===== src/rtl/arb_pkg.sv =====
package arb_pkg;
  typedef enum logic [2:0] {
    OWN_BPL, OWN_DISK, OWN_COP, OWN_BLIT, OWN_CPU
  } owner_e;

  // {valid, plane} for a low-resolution group position
  function automatic logic [3:0] lores_pick(input logic [2:0] pos);
    case (pos)
      3'd1:    return 4'b1011;
      3'd2:    return 4'b1101;
      3'd3:    return 4'b1001;
      3'd5:    return 4'b1010;
      3'd6:    return 4'b1100;
      3'd7:    return 4'b1000;
      default: return 4'b0000;
    endcase
  endfunction

  function automatic logic [2:0] hires_plane(input logic [1:0] pos);
    case (pos)
      2'd0:    return 3'd3;
      2'd1:    return 3'd1;
      2'd2:    return 3'd2;
      default: return 3'd0;
    endcase
  endfunction

  function automatic logic [2:0] fold_count(input logic [2:0] cnt);
    return (cnt == 3'd7) ? 3'd4 : cnt;
  endfunction
endpackage


===== src/rtl/dmactl_reg.sv =====
module dmactl_reg #(
  parameter int BUSY_BIT = 14
) (
  input  logic        clk,
  input  logic        rst,
  input  logic        wr,
  input  logic [15:0] wdata,
  input  logic        busy,
  output logic [14:0] ctl_q,
  output logic [15:0] rdata
);
  localparam logic [15:0] BUSY_MASK = 16'(1) << BUSY_BIT;

  always_ff @(posedge clk) begin
    if (rst) begin
      ctl_q <= '0;
    end else if (wr) begin
      if (wdata[15]) ctl_q <= ctl_q | wdata[14:0];
      else           ctl_q <= ctl_q & ~wdata[14:0];
    end
  end

  always_ff @(posedge clk) begin
    if (rst) rdata <= '0;
    else     rdata <= {1'b0, ctl_q} | (busy ? BUSY_MASK : 16'd0);
  end
endmodule


===== src/rtl/fetch_tracker.sv =====
module fetch_tracker #(
  parameter int SLOT_W = 8,
  parameter int GROUP  = 8,
  parameter int SKIP   = 4
) (
  input  logic                          clk,
  input  logic                          rst,
  input  logic                          slot_valid,
  input  logic [SLOT_W-1:0]             slot_idx,
  input  logic [SLOT_W-1:0]             win_start,
  input  logic [SLOT_W-1:0]             win_stop,
  input  logic                          vfetch,
  input  logic                          bpl_en,
  input  logic                          line_end,
  input  logic                          fetch_now,
  output logic                          eligible,
  output logic [$clog2(GROUP)-1:0]      pos,
  output logic                          warm
);
  localparam int POS_W = $clog2(GROUP);
  localparam logic [POS_W-1:0] LAST_COLD = POS_W'(SKIP - 1);

  logic             hflag_q;
  logic             h_now;
  logic [POS_W-1:0] off_q;
  logic             warm_q;
  logic             fetched_q;

  assign h_now    = (hflag_q | (slot_idx == win_start)) & (slot_idx != win_stop);
  assign eligible = bpl_en & vfetch & h_now;
  assign pos      = off_q;
  assign warm     = warm_q;

  always_ff @(posedge clk) begin
    if (rst) begin
      hflag_q <= 1'b0;
    end else if (slot_valid) begin
      hflag_q <= h_now;
    end
  end

  always_ff @(posedge clk) begin
    if (rst) begin
      off_q     <= '0;
      warm_q    <= 1'b0;
      fetched_q <= 1'b0;
    end else begin
      if (slot_valid && eligible) begin
        off_q <= off_q + 1'b1;
        if (off_q == LAST_COLD) warm_q <= 1'b1;
      end
      if (slot_valid && fetch_now) fetched_q <= 1'b1;
      if (line_end) begin
        fetched_q <= 1'b0;
        if (fetched_q || (slot_valid && fetch_now)) begin
          off_q  <= '0;
          warm_q <= 1'b0;
        end
      end
    end
  end
endmodule


===== src/rtl/plane_picker.sv =====
module plane_picker (
  input  logic [2:0] pos,
  input  logic       warm,
  input  logic       hires,
  input  logic [2:0] count,
  output logic       take,
  output logic [2:0] plane
);
  import arb_pkg::*;

  logic [3:0] lo;
  logic [2:0] hi;
  logic [2:0] cnt;

  assign lo  = lores_pick(pos);
  assign hi  = hires_plane(pos[1:0]);
  assign cnt = fold_count(count);

  always_comb begin
    if (hires) begin
      plane = hi;
      take  = warm & (hi < cnt);
    end else begin
      plane = lo[2:0];
      take  = lo[3] & (lo[2:0] < cnt);
    end
  end
endmodule


===== src/rtl/dma_slot_arbiter.sv =====
module dma_slot_arbiter #(
  parameter int SLOT_W      = 8,
  parameter int LINE_W      = 8,
  parameter int BPL_EN_BIT  = 8,
  parameter int COP_EN_BIT  = 7,
  parameter int BLT_EN_BIT  = 6,
  parameter int DSK_EN_BIT  = 4,
  parameter int BUSY_BIT    = 14,
  parameter int DISK_LO     = 4,
  parameter int DISK_HI     = 6
) (
  input  logic                     clk,
  input  logic                     rst,
  input  logic                     slot_valid,
  input  logic [SLOT_W-1:0]        slot_idx,
  input  logic [LINE_W-1:0]        line_idx,
  input  logic                     line_end,
  input  logic [SLOT_W-1:0]        fetch_start,
  input  logic [SLOT_W-1:0]        fetch_stop,
  input  logic                     vfetch,
  input  logic                     ctl_wr,
  input  logic [15:0]              ctl_wdata,
  output logic [15:0]              ctl_rdata,
  input  logic                     blit_busy,
  input  logic                     mode_wr,
  input  logic [3:0]               mode_wdata,
  input  logic                     disk_req,
  output logic                     disk_gnt,
  input  logic                     cop_req,
  output logic                     cop_gnt,
  output logic                     cop_stop,
  output logic [LINE_W+SLOT_W-1:0] cop_beam,
  input  logic                     blit_req,
  output logic                     blit_gnt,
  output logic                     bpl_gnt,
  output logic [2:0]               bpl_plane,
  output logic                     cpu_gnt
);
  import arb_pkg::*;

  localparam int BEAM_W = LINE_W + SLOT_W;
  localparam logic [SLOT_W-1:0] DLO = SLOT_W'(DISK_LO);
  localparam logic [SLOT_W-1:0] DHI = SLOT_W'(DISK_HI);

  logic [14:0] ctl_q;
  logic        bpl_en, cop_en, blt_en, dsk_en;
  logic        hires_q;
  logic [2:0]  count_q;
  logic        eligible, warm, pick_take, take_bpl;
  logic [2:0]  pos, pick_plane;
  logic        odd, disk_ok, cop_offer;
  logic [BEAM_W-1:0] beam_now;
  owner_e      win;

  dmactl_reg #(.BUSY_BIT(BUSY_BIT)) u_ctl (
    .clk(clk), .rst(rst), .wr(ctl_wr), .wdata(ctl_wdata),
    .busy(blit_busy), .ctl_q(ctl_q), .rdata(ctl_rdata)
  );

  assign bpl_en = ctl_q[BPL_EN_BIT];
  assign cop_en = ctl_q[COP_EN_BIT];
  assign blt_en = ctl_q[BLT_EN_BIT];
  assign dsk_en = ctl_q[DSK_EN_BIT];

  always_ff @(posedge clk) begin
    if (rst) begin
      hires_q <= 1'b0;
      count_q <= '0;
    end else if (mode_wr) begin
      hires_q <= mode_wdata[3];
      count_q <= mode_wdata[2:0];
    end
  end

  fetch_tracker #(.SLOT_W(SLOT_W), .GROUP(8), .SKIP(4)) u_trk (
    .clk(clk), .rst(rst), .slot_valid(slot_valid), .slot_idx(slot_idx),
    .win_start(fetch_start), .win_stop(fetch_stop), .vfetch(vfetch),
    .bpl_en(bpl_en), .line_end(line_end), .fetch_now(take_bpl),
    .eligible(eligible), .pos(pos), .warm(warm)
  );

  plane_picker u_pick (
    .pos(pos), .warm(warm), .hires(hires_q), .count(count_q),
    .take(pick_take), .plane(pick_plane)
  );

  assign take_bpl  = eligible & pick_take;
  assign odd       = slot_idx[0];
  assign disk_ok   = dsk_en & disk_req & (slot_idx >= DLO) & (slot_idx <= DHI);
  assign cop_offer = ~odd & ~take_bpl;
  assign beam_now  = {line_idx, slot_idx[SLOT_W-1:1], 1'b0};

  always_comb begin
    if (take_bpl)                      win = OWN_BPL;
    else if (odd && disk_ok)           win = OWN_DISK;
    else if (!odd && cop_en && cop_req) win = OWN_COP;
    else if (blt_en && blit_req)       win = OWN_BLIT;
    else                               win = OWN_CPU;
  end

  always_ff @(posedge clk) begin
    if (rst) begin
      bpl_gnt   <= 1'b0;
      bpl_plane <= '0;
      disk_gnt  <= 1'b0;
      cop_gnt   <= 1'b0;
      blit_gnt  <= 1'b0;
      cpu_gnt   <= 1'b0;
      cop_stop  <= 1'b0;
      cop_beam  <= '0;
    end else begin
      bpl_gnt   <= slot_valid && (win == OWN_BPL);
      bpl_plane <= (slot_valid && (win == OWN_BPL)) ? pick_plane : 3'd0;
      disk_gnt  <= slot_valid && (win == OWN_DISK);
      cop_gnt   <= slot_valid && (win == OWN_COP);
      blit_gnt  <= slot_valid && (win == OWN_BLIT);
      cpu_gnt   <= slot_valid && (win == OWN_CPU);
      cop_stop  <= slot_valid && cop_offer && !cop_en;
      cop_beam  <= (slot_valid && cop_offer && cop_en) ? beam_now : '0;
    end
  end
endmodule


===== config.mk =====
export PLATFORM = sky130hd
export DESIGN_NAME = dma_slot_arbiter
export DESIGN_NICKNAME = d
export VERILOG_FILES = /design/src/rtl/arb_pkg.sv /design/src/rtl/dmactl_reg.sv /design/src/rtl/fetch_tracker.sv /design/src/rtl/plane_picker.sv /design/src/rtl/dma_slot_arbiter.sv
export SDC_FILE = /design/constraint.sdc
export NUM_CORES = 1
export LEC_CHECK = 0
export BUFFER_PORTS_ARGS = -buffer_cell sky130_fd_sc_hd__buf_2
export CELL_PAD_IN_SITES_DETAIL_PLACEMENT = 1
export CELL_PAD_IN_SITES_GLOBAL_PLACEMENT = 2
export CORE_UTILIZATION = 27
export CTS_BUF_LIST = sky130_fd_sc_hd__clkbuf_4
export CTS_CLUSTER_SIZE = 20
export DETAILED_ROUTE_END_ITERATION = 8
export PLACE_DENSITY_LB_ADDON = 0.1
export SETUP_SLACK_MARGIN = 0.15
export SYNTH_ARGS = -nofsm -noshare
export SYNTH_HDL_FRONTEND = slang
export SYNTH_HIERARCHICAL = 1
export SYNTH_SLANG_ARGS = --single-unit
export TNS_END_PERCENT = 30

===== constraint.sdc =====
create_clock -name clk -period 2.3 [get_ports clk]
set_input_delay 0.115 -clock clk [delete_from_list [all_inputs] [get_ports clk]]
set_output_delay 0.115 -clock clk [all_outputs]
set_load 0.005 [all_outputs]

---- After elaboration in Yosys (flattened, before gate mapping) ----
Cells that the tools add are included.
word-level totals
  logic and storage cells ................. 96
  output and inout bits ................... 41
  bits of input ports ..................... 63
  flip-flop bits (word level) ............. 66
cells by class
  $add $sub $neg .......................... 1
  reduce and logical (&&, ||, !) cells .... 22
  mux-type cells .......................... 18
  magnitude comparators ................... 4
  equal/unequal tests ..................... 15
  bitwise logic cells ..................... 19
operators by type and width
  cell                                                                    count
  15-bit 2-to-1 mux                                                       2
  3-bit 2-to-1 mux                                                        9
  4-bit case mux with 6 select lines                                      1
  15-bit by 16-bit bitwise OR with 16-bit output                          1
  15-bit bitwise AND                                                      1
  3-bit == test (second input constant)                                   5
  15-bit NOT                                                              1
  15-bit bitwise OR                                                       1
  1-bit logical AND                                                       14
  3-bit by 2-bit == test with 1-bit output (second input constant)        4
  1-bit bitwise AND                                                       10
  8-bit == test                                                           1
  8-bit by 3-bit >= comparator with 1-bit output (second input constant)  1
  8-bit by 3-bit <= comparator with 1-bit output (second input constant)  1
  8-bit != test                                                           1
  3-bit by 1-bit == test with 1-bit output (second input constant)        2
  2-bit case mux with 3 select lines                                      1
  2-bit OR reduction                                                      3
  1-bit 2-to-1 mux                                                        5
  1-bit NOT                                                               4
  3-bit by 1-bit adder with 3-bit output (second input constant)          1
  3-bit zero test                                                         1
  2-bit by 3-bit < comparator with 1-bit output                           1
  3-bit < comparator                                                      1
  6 further kinds                                                         7

---- Logic depth before layout (Yosys ltp) ----
Gate-level depths: netlist of the first run.
  depth in word-level cells ............... 12
  mapped depth ............................ 12
  mapped depth without buffers ............ 12

---- Modules after synthesis ----
The synthesis of the first run kept the hierarchy.
by module, submodules not included
  module            area an instance (um^2)  sequential area each (um^2)  times used  cells each
  dmactl_reg        1071.0                   600.6                        1           100
  dma_slot_arbiter  897.1                    560.5                        1           76
  fetch_tracker     476.7                    120.1                        1           50
  plane_picker      161.4                    0.0                          1           23

---- Worst setup path after synthesis of the first run ----
No wires, ideal clock.
  kind .................................... reg-to-reg
  start ................................... register u_trk.off_q[0], in the netlist u_trk/pos[0]
  end ..................................... register u_trk.warm_q, in the netlist u_trk/warm
  path buffers ............................ 0
  clock period less this slack ............ 2.236 ns
  data arrival time ....................... 2.176 ns
  slack ................................... 0.064 ns
  stages on the path, launching flop included .. 12
  data required time ...................... 2.240 ns
  path through ............................ dfxtp_1 and2b_2 ha_1 o21ai_0 a41oi_1 o2bb2ai_1 nand2_1 inv_2 a21o_1 a21oi_1 and2_1 a22o_1
between the ends
  word-level cells in the longest chain between the ends .. 10
  elaborated cells on any way between the ends .. 23
  those cells by class .................... 2 x order compare; 8 x eq/ne; 7 x mux; 3 x bitwise; 3 x reduce/logical
RTL lines
  element                                                                                          line                                    source
  start: declaration                                                                               fetch_tracker.sv:25                     logic [POS_W-1:0] off_q;
  start signal: assignment                                                                         fetch_tracker.sv:49                     off_q <= off_q + 1'b1;
  3-bit == test (tied with other cells)                                                            arb_pkg.sv:8                            case (pos)
  4-bit case mux with 6 select lines / 2-bit case mux with 3 select lines (equally long branches)  arb_pkg.sv:8, arb_pkg.sv:20
  3-bit < comparator / 2-bit by 3-bit < comparator with 1-bit output (equally long branches)       plane_picker.sv:25, plane_picker.sv:22
  1-bit bitwise AND (on tied branches)                                                             plane_picker.sv:25, plane_picker.sv:22
  1-bit 2-to-1 mux *                                                                               plane_picker.sv:20                      if (hires) begin
  net pick_take                                                                                    dma_slot_arbiter.sv:49                  logic eligible, warm, pick_take, take_bpl;
  1-bit bitwise AND *                                                                              dma_slot_arbiter.sv:87                  assign take_bpl = eligible & pick_take;
  net take_bpl                                                                                     dma_slot_arbiter.sv:49
  1-bit logical AND *                                                                              fetch_tracker.sv:55                     if (fetched_q || (slot_valid && fetch_now)) begin
  1-bit logical OR *                                                                               fetch_tracker.sv:55
  1-bit 2-to-1 mux *                                                                               fetch_tracker.sv:55
  1-bit 2-to-1 mux *                                                                               fetch_tracker.sv:53                     if (line_end) begin
  end signal: assignment                                                                           fetch_tracker.sv:45                     warm_q <= 1'b0;
  end signal: assignment                                                                           fetch_tracker.sv:50                     if (off_q == LAST_COLD) warm_q <= 1'b1;
  end signal: assignment                                                                           fetch_tracker.sv:57                     warm_q <= 1'b0;
  end: declaration                                                                                 fetch_tracker.sv:26                     logic warm_q;
Mark *: on every way through the listed nets, which the timed path passes. The rest lies on a longest branch.
A chain may end at the register's enable or synchronous reset.

---- Final worst setup path of the first run ----
  start ................................... register u_trk.off_q[1], in the netlist u_trk/pos[1]
  end ..................................... register cop_beam[8]
between the ends
  word-level cells in the longest chain between the ends .. 12
  elaborated cells on any way between the ends .. 23
  those cells by class .................... 2 x order compare; 8 x eq/ne; 3 x mux; 6 x bitwise; 4 x reduce/logical
RTL lines
  element                                                                                          line                                    source
  3-bit == test (tied with other cells)                                                            arb_pkg.sv:8
  4-bit case mux with 6 select lines / 2-bit case mux with 3 select lines (equally long branches)  arb_pkg.sv:8, arb_pkg.sv:20
  3-bit < comparator / 2-bit by 3-bit < comparator with 1-bit output (equally long branches)       plane_picker.sv:25, plane_picker.sv:22
  1-bit bitwise AND (on tied branches)                                                             plane_picker.sv:25, plane_picker.sv:22
  1-bit 2-to-1 mux *                                                                               plane_picker.sv:20
  net pick_take                                                                                    dma_slot_arbiter.sv:49
  1-bit bitwise AND *                                                                              dma_slot_arbiter.sv:87
  net take_bpl                                                                                     dma_slot_arbiter.sv:49
  1-bit NOT *                                                                                      dma_slot_arbiter.sv:90                  assign cop_offer = ~odd & ~take_bpl;
  1-bit bitwise AND *                                                                              dma_slot_arbiter.sv:90
  1-bit logical AND * (2 in series)                                                                dma_slot_arbiter.sv:119                 cop_beam <= (slot_valid && cop_offer && cop_en) ? beam_now : '0;
  1-bit NOT (no line) *                                                                            n/a
  2-bit OR reduction (no line) *                                                                   n/a
  end signal: assignment                                                                           dma_slot_arbiter.sv:119
  end: declaration                                                                                 dma_slot_arbiter.sv:32                  output logic [LINE_W+SLOT_W-1:0] cop_beam,
Marks and branches as above.

==> impl.org, run 1 <==
** Outcome
- The flow ran to the end, and the final reports show no timing, DRC or antenna violations.

** Clocking
- The H-tree generated during clock tree synthesis spans 3 levels.
- Clock buffers created by TritonCTS :: 9
- Max Root-Sink Buffers :: 2
- The tree is rooted in a clkbuf_4.
- Clock slew at the register clock pins of the worst setup and hold paths :: approximately 110 ps
- Clock tree from TritonCTS :: done
- Clock network latency to the later pin of the worst-skew pair :: 410 ps
- CTS saw 64 sinks.

** Critical path
- By startpoint and endpoint, the worst setup path is classified as reg -> reg.
- STA classifies the critical path endpoint as a flip-flop.
- Data arrives at the worst endpoint at 2480 ps.
- In this run the worst path has a maximum fanout of 15.
- The worst setup path is launched from a flip-flop.
- STA puts the critical path data required time at 2640 ps.

** STA
- After layout, the worst path uses 92.7% of the clock period.
- The number of pins with negative max-slew slack in the final report came to 0.
- For the finished layout, the period the worst path requires is 2130 ps.
- Maximum clock frequency :: between 400 and 500 MHz
- Setup violations remaining at the end of the flow were counted as 0.
- Transition time at the pin with the least slew margin :: 543 ps
- Setup TNS :: 0 ps
- Worst-case headroom to the max-slew limit :: 63.8%
- The count of final hold-check violations is 0.
- Setup repair after global routing could not meet its margin everywhere.
- Worst clock skew on the final layout :: 14.8 ps

** Power
- The worst-case IR drop observed on VDD is 0.242 mV.
- Summed over all cells, the static leakage comes to 1.74 nW.
- In this run the power density over the cells is a little under 600 nW/um2.

** Layout
- The repair_antennas step left the layout with diodes totalling 0.
- At the end of the flow the core is filled with cells to between 40% and 50%.
- Compared with the post-synthesis result, the final layout area differs by 49.2%.
- Share of post-route cells with drive strength above 1 :: 38.0%
- After the last flow step, the layout net total stands at 466.
- Number of filler cells placed in the layout :: 1,075
- The sequential cells in the finished layout cover a total of 1290 um2.
- Area of combinational cells with multiple inputs :: 1270 um2

** Placement
- Total half-perimeter wirelength after legalization and detailed placement :: 4.77 mm
- Input and output buffers added on the ports amount to approximately 100.
- The congestion estimate from routability-driven global placement came to between 0.7 and 0.8.

** Route
- In this run the remaining antenna-violating nets after routing total 0.
- The detailed router placed around 2.3k vias in this run.
- The first routing iteration left 32 violations.
- In the final routed layout, each cell accounts on average for 13.1 um.
- Avg Vias per Cell :: ~4.3
- Summed over all layers, the routed wires come to 6.97 mm.
- Detailed-routing iteration count for the pre-antenna-repair pass :: 3
- Remaining DRCs :: 0

** Die
- The floorplan step defined a die boundary enclosing 10,100 um2.
- Height of the die :: 100 um
- Core Footprint :: 9280 um2
- Starting density of the core :: 28.1%
- Row Count :: 35
- Boundary Pins :: 104
- Width of the die :: 100 um

** Synth
- In this run the cell area of the synthesized design comes to 2610 um2.
- Number of distinct standard cells referenced by the synthesized netlist :: 45
- In the synthesized netlist the async set-or-reset flop fraction comes to 0%.
- Number of enable flip-flop cells after synthesis :: 0
- Among all flip-flop cells after synthesis, the most frequent one is dfxtp_1.
- Leading area contributor after synthesis :: dfxtp_1
- The cell count after synthesis came out at about 250.
- By area the synthesized netlist is led by dfxtp_1 49%, a21bo_1 5.8%, nor2b_1 4.1%, and2_1 3.8%, mux2i_1 3.1%.
- Number of warning messages in the yosys log :: 6
- Sequential fraction of the synthesis area :: around half
- A synthesized cell averages ~10 um2.
- Counting every net in the synthesized netlist gives 317.
- The synthesized design contains 64 register bits.
- Synth top area share :: 49.2%

** Global route
- Global routing consumed, over all layers together, between 10% and 20% of the routing resources.
- The first global-routing pass estimated 10.9 mm of wire.
- Initial antenna violation count :: 0
- Global routing finished with a remaining overflow of 0.
- The via count of the first global-routing pass was 2,233.
- Maximum number of pins on one net before global-route repair :: 35

** Job
- Max-cap viol count :: 0

** Hold path
- HP Class :: in -> reg
==> final timing paths <==
| check | startpoint | endpoint | slack [ps] | cells after the start |
|---|---|---|---|---|
| setup / recovery | u_trk/pos[1] | cop_beam[8] | 170 | 11 |
| hold / removal | slot_idx[5] | cop_beam[5] | 30 | 2 |
| setup reg to reg | u_trk/pos[1] | cop_beam[8] | 170 | 11 |
| hold reg to reg | flip-flop | u_ctl/rdata[5] | 450 | 1 |
==> layout make-up <==
type	count	share of cell area [%]
clock inverters	6	2.16
clock buffers	10	1.93
well taps	129	4.15
repair buffers	149	25.4
inverters	5	0.483
flip-flops and latches	64	33.2
multi-input cells	169	32.7
==> repair_timing <==
action | in CTS | in global routing
gates cloned | 0 | 0
pin swaps | 0 | 6
setup endpoints to repair | 3 | 16
hold buffers | 37 | 1
gates resized for setup | 1 | 14
buffers inserted | 0 | 4
endpoints found under the hold margin | 37 | 1
==> critical path, stage by stage (launching register included) <==
cell,delay [ps]
dfxtp_4,380
and2b_2,220
ha_4,260
o21ai_2,50
a41oi_2,160
o2bb2ai_1,100
nand2_1,100
inv_2,70
buf_12,120
nor4b_4,300
buf_12,170
and2_1,130
==> cell families after synthesis <==
kind of cell,Yosys count,synth area share (%)
compound gates,42,12.4
xor+xnor,16,5.38
fa+ha+maj,5,2.40
buf+inv,16,3.79
flops,64,49.2
mux,9,3.50
other cells,2,0.288
simple gates,95,23.1
==> synthesized netlist by cell type (2+ instances only) <==
cell	instances
buf_4	3
o21ai_0	3
a21oi_1	14
a21oi_2	3
nand2_1	11
and2_1	16
xnor2_1	8
ha_1	5
a21bo_1	15
nand2b_1	2
dfxtp_1	64
nand3_1	15
nor2b_1	17
nor4b_4	2
and3_1	3
nand4_1	3
xor2_1	8
conb_1	2
nor3_1	2
nor2_1	13
buf_6	3
inv_1	4
buf_2	3
mux2i_1	8
nor4_2	2
==> layout by cell type, fill, tap and decap left out, types with 3 or more instances in the layout <==
cell             n
dfxtp_1         60
a21bo_1         15
and2_1          16
buf_2          101
inv_1            4
xor2_1           8
ha_1             4
mux2i_1          8
nand2_1         11
nand4_1          3
dlygate4sd3_1   38
buf_4            8
nor2b_1         17
clkinv_2         3
a21oi_1         13
a21oi_2          3
and3_1           3
xnor2_1          8
nor2_1          12
nand3_1         15
clkbuf_4        10
==> per-layer routing <==
metal  track usage [%]  share of wire [%]  vias up
met3              3.76                4.4       11
li1                  -                  -     1137
met4              6.35                1.8        0
met1              16.8                 45     1062
met5                 0                  0        -
met2              23.9                 49       60
==> where the power goes <==
group | switching (W) | internal (W)
clock | 0.000421 | 0.000450
combinational | 0.000117 | 0.000149
sequential | 0.0000130 | 0.00113
==> through the flow <==
| stage | hold slack [ps] | setup WS, ps | instances | total power [W] | cell area [um2] |
|---|---|---|---|---|---|
| 6_report | 25.5 | 167 | 532 | 0.00228 | 3890 |
| 5_1_grt | 14.9 | 47.9 | 532 | 0.00241 | 3890 |
| 4_1_cts | 2.95 | 155 | 527 | 0.00232 | 3790 |
| 3_5_place_dp | 323 | 124 | 474 | 0.00138 | 3250 |
| 3_3_place_gp | 315 | 179 | 474 | 0.00138 | 3250 |
| 2_1_floorplan | 187 | 188 | 249 | 0.00128 | 2610 |
Note: power is estimated with default switching activity, not from simulation.
==> inputs of run 2 (changes only) <==
--- a/config.mk
+++ b/config.mk
@@ -12,6 +12,7 @@
 export CTS_BUF_LIST = sky130_fd_sc_hd__clkbuf_4
 export CTS_CLUSTER_SIZE = 20
 export DETAILED_ROUTE_END_ITERATION = 8
+export MAX_ROUTING_LAYER = met4
 export PLACE_DENSITY_LB_ADDON = 0.1
 export SETUP_SLACK_MARGIN = 0.15
 export SYNTH_ARGS = -nofsm -noshare
==> impl.org, run 2 (synthesis gave the netlist of run 1 again) <==
** Outcome
- The flow ran to the end, and the final reports show no timing, DRC or antenna violations.

** Global route
- The via count of the first global-routing pass was 2,246 (+0.58%).
- Leftover overflow at the end of global routing :: 0 (unchanged)
- First-pass GRT wire length :: 10.9 mm (unchanged)
- Maximum number of pins on one net before global-route repair :: 35 (unchanged)
- Total routing usage reported by global routing :: 14.5% (+0.39 points)
- The number of antenna violations at the first check in global routing was 0 (unchanged).

** Layout
- Layout Nets :: 466 (unchanged)
- The post-layout instance area was 3890 um2 (unchanged).
- The relative area change from synthesis to final layout came to 49.2% (unchanged).
- Leaving out fill and tap cells, the most frequent cell in the layout is buf_2.
- The diode insertion count for antenna repair was 0 (unchanged).
- Commonest cells after routing, fill and taps aside :: 101 x buf_2, 60 x dfxtp_1, 38 x dlygate4sd3_1, 17 x nor2b_1, 16 x and2_1
- The non-filler instance count after layout came to 532 (unchanged).
- Number of filler cells placed in the layout :: 1,075 (unchanged)
- The fraction of final layout cells with drive strength greater than 1 came to 38.0% (unchanged).

** Power
- Leakage power summed over all cells :: 1.74 nW (unchanged)
- Max rail drop VDD :: 0.239 mV (-1.3%)
- The total power draw came to 0.00228 W (-0.20%).
- Power per unit of standard cell area :: 586 nW/um2 (-0.20%)

** Placement
- The instance count after placement with tap cells included is 474 (unchanged).
- The number of buffer cells added on primary ports is 101 (unchanged).
- Total half-perimeter wirelength after legalization and detailed placement :: 4.77 mm (unchanged)
- The weighted congestion at the end of routability-driven global placement came to 0.749 (+1.3%).
- The placement-stage cell area came to 3250 um2 (unchanged).

** Die
- Row Count :: 35 (unchanged)
- Height of the die :: 100 um (unchanged)
- Boundary Pins :: 104 (unchanged)
- Die area :: 10,100 um2 (unchanged)
- The width of the die is 100 um (unchanged).
- The floorplan core area was 9280 um2 (unchanged).
- Starting density of the core :: 28.1% (unchanged)

** Clocking
- Clock buffers created by TritonCTS :: 9 (unchanged)
- CTS H-tree lvls :: 3 (unchanged)
- The clock latency at the later pin of the worst-skew pair came to 400 ps (about the same).
- CTS placed an instance of clkbuf_4 at the clock tree root.
- Clock tree from TritonCTS :: done
- Clock slew at the register clock pins of the worst setup and hold paths :: 110 ps (about the same)
- The number of sinks driven by the clock tree is 64 (unchanged).
- Max Root-Sink Buffers :: 2 (unchanged)

** STA
- The number of pins with negative max-slew slack in the final report came to 0 (unchanged).
- Count of endpoints failing hold in the final timing report :: 0 (unchanged)
- The relative max-transition margin is 64.3% (+0.53 points).
- Post-route clock period utilization :: 92.6% (about the same)
- The post-route clock skew was 14.6 ps (-0.189 ps).
- Setup-failing EPs final :: 0 (unchanged)
- Setup TNS :: 0 ps (unchanged)
- Fin crit period :: 2130 ps (-1.96 ps)
- The achievable clock frequency was 469 MHz (about the same).
- Setup repair after global routing could not meet its margin everywhere.
- Transition time at the pin with the least slew margin :: 535 ps (-7.95 ps)

** Route
- The post-route DRC violation count is 0 (unchanged).
- The detailed-route wire length per cell was 13.1 um (-0.36%).
- The count of routing violations after the opening detailed-route iteration is 25 (-22%).
- The residual antenna-violating net count after detailed routing came to 0 (unchanged).
- The routed wire length was 6.95 mm (-0.36%).
- The number of optimization iterations in the first detailed-route pass is 3 (unchanged).
- The via count of the routed design came to 2,262 (-0.35%).
- Avg Vias per Cell :: 4.25 (-0.35%)

** Critical path
- CP Data Arrival Time :: 2470 ps (about the same)
- The worst endpoint required time was 2640 ps (about the same).
- The maximum net fanout on the critical path came to 15 (unchanged).
- Crit end category :: flip-flop
- Startpoint-to-endpoint class of the critical path :: reg -> reg
- Type of origin of the critical path :: flip-flop

** Hold path
- HP Class :: in -> reg

** Job
- Max-cap viol count :: 0 (unchanged)
run 2: cell counts in the layout (fill, tap and decap cells not counted):
No cell type changed its count.
run 2: area by class of cell:
class	instances	area (um2)	share of cell area (%)
clock buffers	10	75.1	1.93
clock inverters	6	83.8	2.16
inverters	5	18.8	0.483
multi-input cells	169	1270	32.7
flip-flops and latches	64	1290	33.2
well taps	129	161	4.15
repair buffers	149	986	25.4
run 2: worst paths after layout:
check                    start              to  slack [ps]  cells past startpoint
setup / recovery  u_trk/pos[1]     cop_beam[8]         170                     11
hold / removal     slot_idx[5]     cop_beam[5]          30                      2
setup reg to reg  u_trk/pos[1]     cop_beam[8]         170                     11
hold reg to reg      flip-flop  u_ctl/rdata[5]         450                      1
run 2: worst max-delay path, stage by stage (launching register included):
cell	delay (ps)
dfxtp_4	380
and2b_2	220
ha_4	260
o21ai_2	50
a41oi_2	160
o2bb2ai_1	100
nand2_1	100
inv_2	70
buf_12	120
nor4b_4	300
buf_12	170
and2_1	130
run 2: metrics by stage:
stage | setup slack [ps] | hold WS (ps) | utilization [%]
2_1_floorplan | 188 | 187 | -
3_3_place_gp | 179 | 315 | 35.1
3_5_place_dp | 124 | 323 | 35.1
4_1_cts | 155 | 2.95 | 40.8
5_1_grt | 47.9 | 19.5 | 41.9
6_report | 169 | 32.6 | 41.9
run 2: what timing repair did:
| item | CTS | global route |
|---|---|---|
| setup endpoints to repair | 3 | 16 |
| setup buffers | 0 | 4 |
| gates resized for setup | 1 | 14 |
| pin swaps | 0 | 6 |
| endpoints found under the hold margin | 37 | 1 |
| hold buffers | 37 | 1 |
run 2: layer usage:
layer | track usage (%) | vias up | part of all wire, %
li1 | - | 1137 | -
met3 | 3.55 | 9 | 4.3
met5 | - | - | 0
met4 | 6.35 | 0 | 1.4
met1 | 16.9 | 1056 | 45
met2 | 23.9 | 60 | 49
run 2: where the power goes:
part	total (W)	internal (W)	switching [W]
sequential	0.00115	0.00113	0.0000131
clock	0.000867	0.000450	0.000417
combinational	0.000265	0.000149	0.000117
total	0.00228	0.00173	0.000547
